### src/rtl/evq_pkg.sv
package evq_pkg;

  // descriptor field positions (decoded by the producing engine as well)
  localparam int TYPE_W    = 7;
  localparam int SRC_BIT   = 7;
  localparam int SIZE_LSB  = 8;
  localparam int SIZE_W    = 8;
  localparam int PHASE_BIT = 31;

  // consumer-index register field positions
  localparam int CI_IDX_W     = 20;
  localparam int CI_WRAP_BIT  = 20;
  localparam int CI_CHK_LSB   = 24;
  localparam int CI_ARMED_BIT = 31;
  localparam logic [31:0] CI_FIELD_MASK = 32'h8F1F_FFFF;

  typedef enum logic [2:0] {
    ST_INIT,
    ST_IDLE,
    ST_READ,
    ST_LATCH,
    ST_EVAL,
    ST_DISP,
    ST_WB
  } scanState_t;

  typedef struct packed {
    logic initWrite;
    logic startScan;
    logic readIssue;
    logic latchDesc;
    logic consume;
    logic setRun;
    logic clrRun;
  } ctrlStrobe_t;

  typedef struct packed {
    logic initDone;
    logic phaseNew;
    logic typeUnknown;
    logic srcSkip;
    logic typeReady;
    logic lastInScan;
  } dpStatus_t;

  typedef struct packed {
    logic              phase;
    logic [SIZE_W-1:0] size;
    logic              src;
    logic [TYPE_W-1:0] evType;
  } descFields_t;

  function automatic logic [3:0] nibbleXor(input logic [31:0] word);
    logic [3:0] acc;
    acc = 4'h0;
    for (int n = 0; n < 8; n++) acc = acc ^ word[4*n +: 4];
    return acc;
  endfunction

endpackage

### src/rtl/evq_dpath.sv
module evq_dpath
  import evq_pkg::*;
#(
  parameter int QUEUE_LEN = 16,
  parameter int NUM_TYPES = 8,
  localparam int IDX_W  = $clog2(QUEUE_LEN),
  localparam int CNT_W  = $clog2(QUEUE_LEN + 1),
  localparam int TSEL_W = (NUM_TYPES > 1) ? $clog2(NUM_TYPES) : 1
) (
  input  logic                 clk,
  input  logic                 rstN,
  input  ctrlStrobe_t          strobe,
  output dpStatus_t            status,
  input  logic [NUM_TYPES-1:0] typeEnable,
  input  logic [NUM_TYPES-1:0] typeBusy,
  input  logic [NUM_TYPES-1:0] handlerPresent,
  output logic [NUM_TYPES-1:0] typeRunning,
  output logic [IDX_W-1:0]     ramRdAddr,
  input  logic [31:0]          ramRdData,
  output logic [IDX_W-1:0]     ramWrAddr,
  output logic [31:0]          ramWrData,
  output logic [TYPE_W-1:0]    dispType,
  output logic [SIZE_W-1:0]    dispSize,
  output logic [IDX_W-1:0]     dispSlot,
  output logic [TYPE_W-1:0]    errType,
  input  logic [31:0]          ciRegCur,
  output logic [31:0]          ciWrData
);

  localparam logic [IDX_W-1:0] LAST_SLOT = IDX_W'(QUEUE_LEN - 1);
  localparam logic [CNT_W-1:0] LAST_CNT  = CNT_W'(QUEUE_LEN - 1);

  logic [IDX_W-1:0]     idxQ;
  logic                 wrapQ;
  logic [CNT_W-1:0]     scanCntQ;
  logic [IDX_W-1:0]     initCntQ;
  descFields_t          descQ;
  logic [NUM_TYPES-1:0] runQ;
  logic [TSEL_W-1:0]    typeSel;
  logic                 unusedDescBits;

  assign unusedDescBits = ^ramRdData[30:16];
  assign typeSel        = descQ.evType[TSEL_W-1:0];

  // consumer index, wrap flag and per-scan element count
  always_ff @(posedge clk) begin
    if (!rstN) begin
      idxQ     <= '0;
      wrapQ    <= 1'b0;
      scanCntQ <= '0;
    end else begin
      if (strobe.startScan) begin
        scanCntQ <= '0;
      end else if (strobe.consume) begin
        scanCntQ <= scanCntQ + 1'b1;
      end
      if (strobe.consume) begin
        if (idxQ == LAST_SLOT) begin
          idxQ  <= '0;
          wrapQ <= ~wrapQ;
        end else begin
          idxQ <= idxQ + 1'b1;
        end
      end
    end
  end

  // descriptor preset walker
  always_ff @(posedge clk) begin
    if (!rstN) begin
      initCntQ <= '0;
    end else if (strobe.initWrite && initCntQ != LAST_SLOT) begin
      initCntQ <= initCntQ + 1'b1;
    end
  end

  // descriptor capture stage
  always_ff @(posedge clk) begin
    if (!rstN) begin
      descQ <= '0;
    end else if (strobe.latchDesc) begin
      descQ.phase  <= ramRdData[PHASE_BIT];
      descQ.size   <= ramRdData[SIZE_LSB +: SIZE_W];
      descQ.src    <= ramRdData[SRC_BIT];
      descQ.evType <= ramRdData[TYPE_W-1:0];
    end
  end

  // running flag of the type in flight
  always_ff @(posedge clk) begin
    if (!rstN) begin
      runQ <= '0;
    end else if (strobe.setRun) begin
      runQ[typeSel] <= 1'b1;
    end else if (strobe.clrRun) begin
      runQ[typeSel] <= 1'b0;
    end
  end

  assign typeRunning = runQ;

  always_comb begin
    status.initDone    = (initCntQ == LAST_SLOT);
    status.phaseNew    = (descQ.phase != wrapQ);
    status.typeUnknown = (int'(descQ.evType) >= NUM_TYPES);
    status.srcSkip     = descQ.src;
    status.typeReady   = typeEnable[typeSel] && handlerPresent[typeSel]
                         && !typeBusy[typeSel] && !runQ[typeSel];
    status.lastInScan  = (scanCntQ == LAST_CNT);
  end

  assign ramRdAddr = idxQ;
  assign ramWrAddr = initCntQ;
  assign ramWrData = {wrapQ, 31'h0};
  assign dispType  = descQ.evType;
  assign dispSize  = descQ.size;
  assign dispSlot  = idxQ;
  assign errType   = descQ.evType;

  // read-modify-write image of the consumer-index register
  logic [31:0] ciBase;
  always_comb begin
    ciBase = ciRegCur & ~CI_FIELD_MASK;
    ciBase[CI_IDX_W-1:0]  = CI_IDX_W'(idxQ);
    ciBase[CI_WRAP_BIT]   = wrapQ;
    ciBase[CI_ARMED_BIT]  = 1'b1;
    ciWrData = ciBase;
    ciWrData[CI_CHK_LSB +: 4] = nibbleXor(ciBase);
  end


  idx_in_range_chk: assert property (@(posedge clk) disable iff (!rstN)
    int'(idxQ) < QUEUE_LEN);


  wrap_flip_chk: assert property (@(posedge clk) disable iff (!rstN)
    (strobe.consume && idxQ == LAST_SLOT) |=> (idxQ == '0 && wrapQ != $past(wrapQ)));


  scan_limit_chk: assert property (@(posedge clk) disable iff (!rstN)
    int'(scanCntQ) <= QUEUE_LEN);

endmodule

### src/rtl/evq_ctrl.sv
module evq_ctrl
  import evq_pkg::*;
(
  input  logic        clk,
  input  logic        rstN,
  input  logic        trigger,
  input  logic        dispAck,
  input  dpStatus_t   status,
  output ctrlStrobe_t strobe,
  output logic        dispReq,
  output logic        errValid,
  output logic        errUnknown,
  output logic        ciWrEn
);

  scanState_t stateQ, stateD;
  logic       pendQ;

  always_ff @(posedge clk) begin
    if (!rstN) begin
      stateQ <= ST_INIT;
    end else begin
      stateQ <= stateD;
    end
  end

  // a trigger outside the idle state is held for one later scan
  always_ff @(posedge clk) begin
    if (!rstN) begin
      pendQ <= 1'b0;
    end else if (strobe.startScan) begin
      pendQ <= 1'b0;
    end else if (trigger && stateQ != ST_IDLE) begin
      pendQ <= 1'b1;
    end
  end

  always_comb begin
    stateD     = stateQ;
    strobe     = '0;
    errValid   = 1'b0;
    errUnknown = 1'b0;
    unique case (stateQ)
      ST_INIT: begin
        strobe.initWrite = 1'b1;
        if (status.initDone) stateD = ST_WB;
      end
      ST_IDLE: begin
        if (trigger || pendQ) begin
          strobe.startScan = 1'b1;
          stateD = ST_READ;
        end
      end
      ST_READ: begin
        strobe.readIssue = 1'b1;
        stateD = ST_LATCH;
      end
      ST_LATCH: begin
        strobe.latchDesc = 1'b1;
        stateD = ST_EVAL;
      end
      ST_EVAL: begin
        if (!status.phaseNew) begin
          stateD = ST_WB;
        end else if (status.typeUnknown) begin
          errValid   = 1'b1;
          errUnknown = 1'b1;
          stateD     = ST_WB;
        end else if (status.srcSkip) begin
          strobe.consume = 1'b1;
          stateD = status.lastInScan ? ST_WB : ST_READ;
        end else if (status.typeReady) begin
          strobe.setRun = 1'b1;
          stateD = ST_DISP;
        end else begin
          errValid       = 1'b1;
          strobe.consume = 1'b1;
          stateD = status.lastInScan ? ST_WB : ST_READ;
        end
      end
      ST_DISP: begin
        if (dispAck) begin
          strobe.clrRun  = 1'b1;
          strobe.consume = 1'b1;
          stateD = status.lastInScan ? ST_WB : ST_READ;
        end
      end
      ST_WB: begin
        stateD = ST_IDLE;
      end
      default: stateD = ST_IDLE;
    endcase
  end

  assign dispReq = (stateQ == ST_DISP);
  assign ciWrEn  = (stateQ == ST_WB);


  disp_hold_chk: assert property (@(posedge clk) disable iff (!rstN)
    (dispReq && !dispAck) |=> dispReq);


  err_excl_chk: assert property (@(posedge clk) disable iff (!rstN)
    !(errValid && (dispReq || ciWrEn)));


  pend_rescan_chk: assert property (@(posedge clk) disable iff (!rstN)
    (ciWrEn && pendQ) |=> (stateQ == ST_IDLE) ##1 (stateQ == ST_READ));

endmodule

### src/rtl/evq_drain.sv
module evq_drain
  import evq_pkg::*;
#(
  parameter int QUEUE_LEN = 16,
  parameter int NUM_TYPES = 8,
  localparam int IDX_W  = $clog2(QUEUE_LEN),
  localparam int TSEL_W = (NUM_TYPES > 1) ? $clog2(NUM_TYPES) : 1
) (
  input  logic                 clk,
  input  logic                 rstN,
  input  logic                 trigger,
  output logic                 ramRdEn,
  output logic [IDX_W-1:0]     ramRdAddr,
  input  logic [31:0]          ramRdData,
  output logic                 ramWrEn,
  output logic [IDX_W-1:0]     ramWrAddr,
  output logic [31:0]          ramWrData,
  input  logic [NUM_TYPES-1:0] typeEnable,
  input  logic [NUM_TYPES-1:0] typeBusy,
  input  logic [NUM_TYPES-1:0] handlerPresent,
  output logic [NUM_TYPES-1:0] typeRunning,
  output logic                 dispReq,
  output logic [6:0]           dispType,
  output logic [7:0]           dispSize,
  output logic [IDX_W-1:0]     dispSlot,
  input  logic                 dispAck,
  output logic                 errValid,
  output logic                 errUnknown,
  output logic [6:0]           errType,
  input  logic [31:0]          ciRegCur,
  output logic                 ciWrEn,
  output logic [31:0]          ciWrData
);

  ctrlStrobe_t strobe;
  dpStatus_t   status;

  evq_ctrl u_ctrl (
    .clk        (clk),
    .rstN       (rstN),
    .trigger    (trigger),
    .dispAck    (dispAck),
    .status     (status),
    .strobe     (strobe),
    .dispReq    (dispReq),
    .errValid   (errValid),
    .errUnknown (errUnknown),
    .ciWrEn     (ciWrEn)
  );

  evq_dpath #(
    .QUEUE_LEN (QUEUE_LEN),
    .NUM_TYPES (NUM_TYPES)
  ) u_dpath (
    .clk            (clk),
    .rstN           (rstN),
    .strobe         (strobe),
    .status         (status),
    .typeEnable     (typeEnable),
    .typeBusy       (typeBusy),
    .handlerPresent (handlerPresent),
    .typeRunning    (typeRunning),
    .ramRdAddr      (ramRdAddr),
    .ramRdData      (ramRdData),
    .ramWrAddr      (ramWrAddr),
    .ramWrData      (ramWrData),
    .dispType       (dispType),
    .dispSize       (dispSize),
    .dispSlot       (dispSlot),
    .errType        (errType),
    .ciRegCur       (ciRegCur),
    .ciWrData       (ciWrData)
  );

  assign ramRdEn = strobe.readIssue;
  assign ramWrEn = strobe.initWrite;


  disp_qualified_chk: assert property (@(posedge clk) disable iff (!rstN)
    $rose(dispReq) |-> $past(typeEnable[dispType[TSEL_W-1:0]]
                             && handlerPresent[dispType[TSEL_W-1:0]]
                             && !typeBusy[dispType[TSEL_W-1:0]]));


  running_onehot_chk: assert property (@(posedge clk) disable iff (!rstN)
    dispReq ? ($onehot(typeRunning) && typeRunning[dispType[TSEL_W-1:0]])
            : (typeRunning == '0));


  ci_checksum_chk: assert property (@(posedge clk) disable iff (!rstN)
    ciWrEn |-> ((ciWrData[3:0] ^ ciWrData[7:4] ^ ciWrData[11:8] ^ ciWrData[15:12]
               ^ ciWrData[19:16] ^ ciWrData[23:20] ^ ciWrData[27:24]
               ^ ciWrData[31:28]) == 4'h0 && ciWrData[31]));


  ci_preserve_chk: assert property (@(posedge clk) disable iff (!rstN)
    ciWrEn |-> ((ciWrData & 32'h70E0_0000) == (ciRegCur & 32'h70E0_0000)));

endmodule

### config.mk
export PLATFORM = sky130hd
export DESIGN_NAME = evq_drain
export DESIGN_NICKNAME = d
export VERILOG_FILES = /design/src/rtl/evq_pkg.sv /design/src/rtl/evq_dpath.sv /design/src/rtl/evq_ctrl.sv /design/src/rtl/evq_drain.sv
export SDC_FILE = /design/constraint.sdc
export NUM_CORES = 1
export LEC_CHECK = 0
export BUFFER_PORTS_ARGS = -buffer_cell sky130_fd_sc_hd__buf_2
export CORE_UTILIZATION = 43
export CTS_CLUSTER_SIZE = 20
export DETAILED_ROUTE_END_ITERATION = 8
export HOLD_SLACK_MARGIN = 0.03
export PLACE_DENSITY = 0.81
export SKIP_CTS_REPAIR_TIMING = 1
export SLEW_MARGIN = 20
export SYNTH_ARGS = -nofsm -noshare
export SYNTH_HDL_FRONTEND = slang
export SYNTH_SLANG_ARGS = --single-unit
### constraint.sdc
create_clock -name clk -period 2.76 [get_ports clk]
set_input_delay 0.552 -clock clk [delete_from_list [all_inputs] [get_ports clk]]
set_output_delay 0.552 -clock clk [all_outputs]
set_load 0.02 [all_outputs]
Word-level counts from Yosys, hierarchy flattened
Index checks and enable logic that the tools add are counted.

$add $sub $neg: 3. $mul: 0. Div/mod/pow operators: 0. Magnitude comparators: 3. Equal/unequal tests: 15. Shifts and indexed selects: 0. Mux-type cells: 44. Bitwise operators: 7. Reductions and logical operators: 14.

Operator list (count): $mux 1 (24); $mux 3 (8); $pmux 3 s6 (1); $mux 8 (2); $bmux 1 s3 (4); $eq 3x3->1 const B (3); $add 4x1->4 const B (2); $and 8x8->8 (1); $eq 4x4->1 const B (2); $not 8->8 (1); $or 8x8->8 (1); $xor 4x4->4 (2); $ge 7x4->1 const B (1); $eq 3x2->1 const B (2); $logic_and 1x1->1 (6); $add 5x1->5 const B (1); $eq 5x4->1 const B (1); $lt 3x4->1 const B (1); $mux 2 (2); $mux 4 (1); $ne 2x1->1 const B (2); $ne 4x4->1 const B (1); $demux 1 s3 (1); $eq 3x1->1 const B (1); 13 further kinds (15).

Register bits: 43. Bits in latches: 0. Memory bits (writable): 0. ROM bits: 0. Bits of input ports: 92. Output and inout bits: 112. Word-level logic and storage cells: 97. Memories kept: 0.

Logic depth before layout (Yosys ltp)
Depth in word-level cells: 11. Depth in mapped cells: 9. Gate-level depth less buffers: 7.

Cells and area by module
A second synthesis with hierarchy kept.

Cells, all modules: 338. Area total of the unflattened synthesis: 2980.4 µm².

Modules (own cells, without submodules): evq_dpath (instances 1, cells an instance 291, area an instance 2600.0 µm², seq. area each 780.7 µm²); evq_ctrl (instances 1, cells an instance 47, area an instance 380.4 µm², seq. area each 80.1 µm²).

Worst setup path before layout
OpenSTA, ideal clock, no wires.

Kind: register -> output. Start: reg u_dpath.descQ, in the netlist u_dpath.dispType[2]. End: out errValid. Data arrival time: 2.068 ns. Data required time: 2.208 ns. Setup slack: 0.140 ns. Cell stages (with the launch flop): 9. Buffers on the path: 2. Path through: dfxtp_1 > buf_6 > mux2_2 > mux4_2 > o2111a_2 > nand4b_4 > buf_6 > nand2_1 > a21oi_1.

Longest elaborated chain between the ends: 10. Elaborated cells on any way between the ends: 19.

Ends and longest elaborated chain: from (decl) (RTL line evq_dpath.sv:37) `descFields_t descQ;`; $bmux 1 s3, on equally long branches (RTL line evq_dpath.sv:107, evq_dpath.sv:108); $mux 1, on equally long branches (RTL line evq_dpath.sv:107, evq_dpath.sv:108); $logic_and 1x1->1 / $logic_not 1->1 (equally long branches) (RTL line evq_dpath.sv:107, evq_dpath.sv:108); $logic_and 1x1->1 (2 in series) (RTL line evq_dpath.sv:108) `&& !typeBusy[typeSel] && !runQ[typeSel];`; $mux 1 (RTL line evq_ctrl.sv:72) `end else if (status.typeReady) begin`; $mux 1 (RTL line evq_ctrl.sv:69) `end else if (status.srcSkip) begin`; $mux 1 (*) (RTL line evq_ctrl.sv:65) `end else if (status.typeUnknown) begin`; $mux 1 (*) (RTL line evq_ctrl.sv:63) `if (!status.phaseNew) begin`; $mux 1 (*) (RTL line evq_ctrl.sv:43) `unique case (stateQ)`; to (decl) (RTL line evq_drain.sv:27) `output logic errValid,`.

Every way passes the cells marked *; elsewhere a longest branch is shown, timed or not. The select of a mux whose other input is x is not followed.

Final worst setup path
Ends and elaborated chain as after synthesis.

==> run_results.csv <==
group,metric,value,unit
outcome,status,"finished clean",
cts,clockBufferDepth,2,
grt,grt_pass1_vias,2295,
logic_synthesis,ys_warn_count,0,
grt,grt.total_usage,0.1649,
min_path,hold_path_class,"flop to flop",
detailed_routing,drc_errors,0,
detailed_routing,via_per_inst,4.892,
critical_path,cp-end-kind,"output pin",
logic_synthesis,synthesis.area,3204,um^2
finish,stdcell_count,572,
cts,htreeDepth,2,
finish,n_antenna_cell,0,
logic_synthesis,synth_cells,407,
timing,maxSlewViolCount,0,
die,core,7214,um^2
power,p_leak,1.576,nW
cts,insertion_delay,0.29,ns
detailed_routing,wl,6893,um
detailed_routing,drtAntennaViolNets,0,
job,cap_violations,0,
timing,slew_headroom,0.5938,
detailed_routing,drt_iter0_drc,210,
timing,worst_slew_pin_slew,0.6093,ns
timing,period_share,0.9705,
place,numPortBuffers,114,
critical_path,reg2regPathDepth,8,
timing,hold_viol,0,
grt,grt-ovfl-total,0,
finish,layout-drive-gt1-share,0.3192,
grt,antenna_found_initial,0,
critical_path,regToRegSetupSlack,0.48,ns
critical_path,worstPathArrival,2.13,ns
logic_synthesis,ys_types,65,
power,power_density,461.2,nW/um^2
power,ir_worst_vdd,287.6,uV
critical_path,crit_end,"errValid",
die,initial_core_util,0.4442,
logic_synthesis,ys.flop_type,"dfxtp_1",
detailed_routing,wire_per_inst,12.05,um
critical_path,worstPathMaxFanout,3,
logic_synthesis,synth_seq_cells,43,
timing,finalSetupTns,0,ns
detailed_routing,via_count,2798,
detailed_routing,firstDrtPassIters,4,
place,dp_hpwl,5224,um
timing,clock.fmax,373.3,MHz
die,num_io_pins,204,
cts,clock-sinks,43,
cts,root_buffer,"clkbuf_8",
logic_synthesis,avgSynthCellArea,7.873,um^2
cts,cts_tree,"done",
place,placed_cells,564,
die,chipWidth,88.33,um
logic_synthesis,seq_area_frac_synth,0.2686,
logic_synthesis,synth_edf_count,0,
critical_path,rr_startpoint,"u_dpath.dispType[0]",
cts,path_clk_slew,0.08,ns
place,place_ws,0.1094,ns
finish,area_growth,7.419,%
logic_synthesis,synthArstFlopShare,0,
grt,grt_pass1_wl,10230,um
die,die_area,7801,um^2
die,die_h,88.33,um
timing,fin_skew,0.002496,ns
cts,numCtsBuffers,5,
finish,nNetsFinal,569,
critical_path,path_class,"flop to output pin",
power,finalPower,1.588,mW
timing,min_period,2.678,ns
critical_path,crit_start,"u_dpath.dispType[2]",
critical_path,cp-start-kind,"flop",
critical_path,critPathRequiredTime,2.21,ns
timing,setup_viol,0,
place,gp_congestion,0.7863,
grt,grt_max_degree,31,
die,rows,31,
timing,setup_slack,0.08154,ns
==> cell usage after synthesis (3+ instances only) <==
library cell,number,area share
buf_4,87,0.20
nand2_1,56,0.066
dfxtp_1,43,0.27
a21oi_1,37,0.058
nor2_1,17,0.020
clkbuf_1,15,0.018
o21ai_0,15,0.023
nand3_1,11,0.017
nor3_1,10,0.016
xnor2_1,8,0.022
or4_1,7,0.016
and3_1,6,0.012
inv_1,6,0.0070
and2_1,5,0.0098
nor2b_1,5,0.0098
ha_1,4,0.016
mux2i_1,4,0.012
nand2b_1,4,0.0078
a211oi_1,3,0.0070
buf_6,3,0.011
mux2_2,3,0.011
o2111ai_1,3,0.0082
xor2_1,3,0.0082
==> cells by family after synthesis <==
kind of cell / synth area share
simple gates: 0.2206
buf+inv: 0.2561
compound gates: 0.1765
flops: 0.2686
xor+xnor: 0.03007
mux: 0.03007
fa+ha+maj: 0.01562
other cells: 0.002344
==> worst min path at each step <==
stage                   startpoint  slack (ns)                  end  cells after the start
3_3_place_gp   u_dpath.dispSize[6]        0.44  u_dpath.dispSize[6]                      2
4_1_cts        u_dpath.dispSize[2]        0.46  u_dpath.dispSize[2]                      2
6_report       u_dpath.dispSize[2]        0.46  u_dpath.dispSize[2]                      2
5_1_grt        u_dpath.dispSize[0]        0.48  u_dpath.dispSize[0]                      2
2_1_floorplan  u_dpath.dispSize[0]        0.43  u_dpath.dispSize[0]                      2
3_5_place_dp   u_dpath.dispSize[2]        0.45  u_dpath.dispSize[2]                      2
==> stage by stage <==
step / utilization / area (um^2) / hold WS [ns]
after floorplan: - / 3377 / 0.4341
after global placement: 0.4615 / 3329 / 0.4404
after detailed placement: 0.4615 / 3329 / 0.4476
after CTS: 0.4736 / 3417 / 0.4583
after global routing: 0.4771 / 3442 / 0.4772
final: 0.4771 / 3442 / 0.4562
==> cell type report <==
type,count,area [um^2]
clock buffers,6,82.58
fillers,723,3772
repair buffers,122,640.6
clock inverters,1,5.005
flip-flops and latches,43,864.6
multi-input cells,294,1699
well taps,99,123.9
inverters,7,26.28
==> metal layers <==
metal  vias to the layer above  global-route usage  wire length (um)
li1                       1405                   -                 -
met1                      1284              0.1920              2995
met2                       103              0.3007              3438
met3                         6             0.03638               403
met4                         0             0.04985                55
met5                         -                   0                 0
==> critical path: stages, from the launching register on <==
cell and delay (ns):
dfxtp_4 0.37, mux2_2 0.32, mux4_2 0.50, o2111a_2 0.18, nand4b_4 0.10, nand2_1 0.09, a21oi_2 0.15, buf_6 0.14
==> power by group <==
group	internal (mW)	switching, mW	leakage, nW	total, mW
combinational	0.165	0.274	1.18	0.439
clock	0.196	0.204	0.0470	0.401
sequential	0.660	0.0879	0.348	0.748
total	1.02	0.566	1.58	1.59
==> cells in the final DEF, fill, tap and decap left out, types with 3 or more instances in the layout <==
master / instances
o21ai_0: 15
xnor2_1: 8
and2_1: 5
and3_1: 6
mux2_2: 3
nand2_1: 56
inv_1: 6
a211oi_1: 3
buf_4: 7
nand2b_1: 4
buf_2: 113
mux2i_1: 4
a21oi_1: 36
clkbuf_8: 6
ha_1: 4
dfxtp_1: 42
or4_1: 7
o2111ai_1: 3
nor3_1: 10
nand3_1: 11
xor2_1: 3
nor2b_1: 5
nor2_1: 17
conb_1: 48
Note: power is estimated with default switching activity, not from simulation.
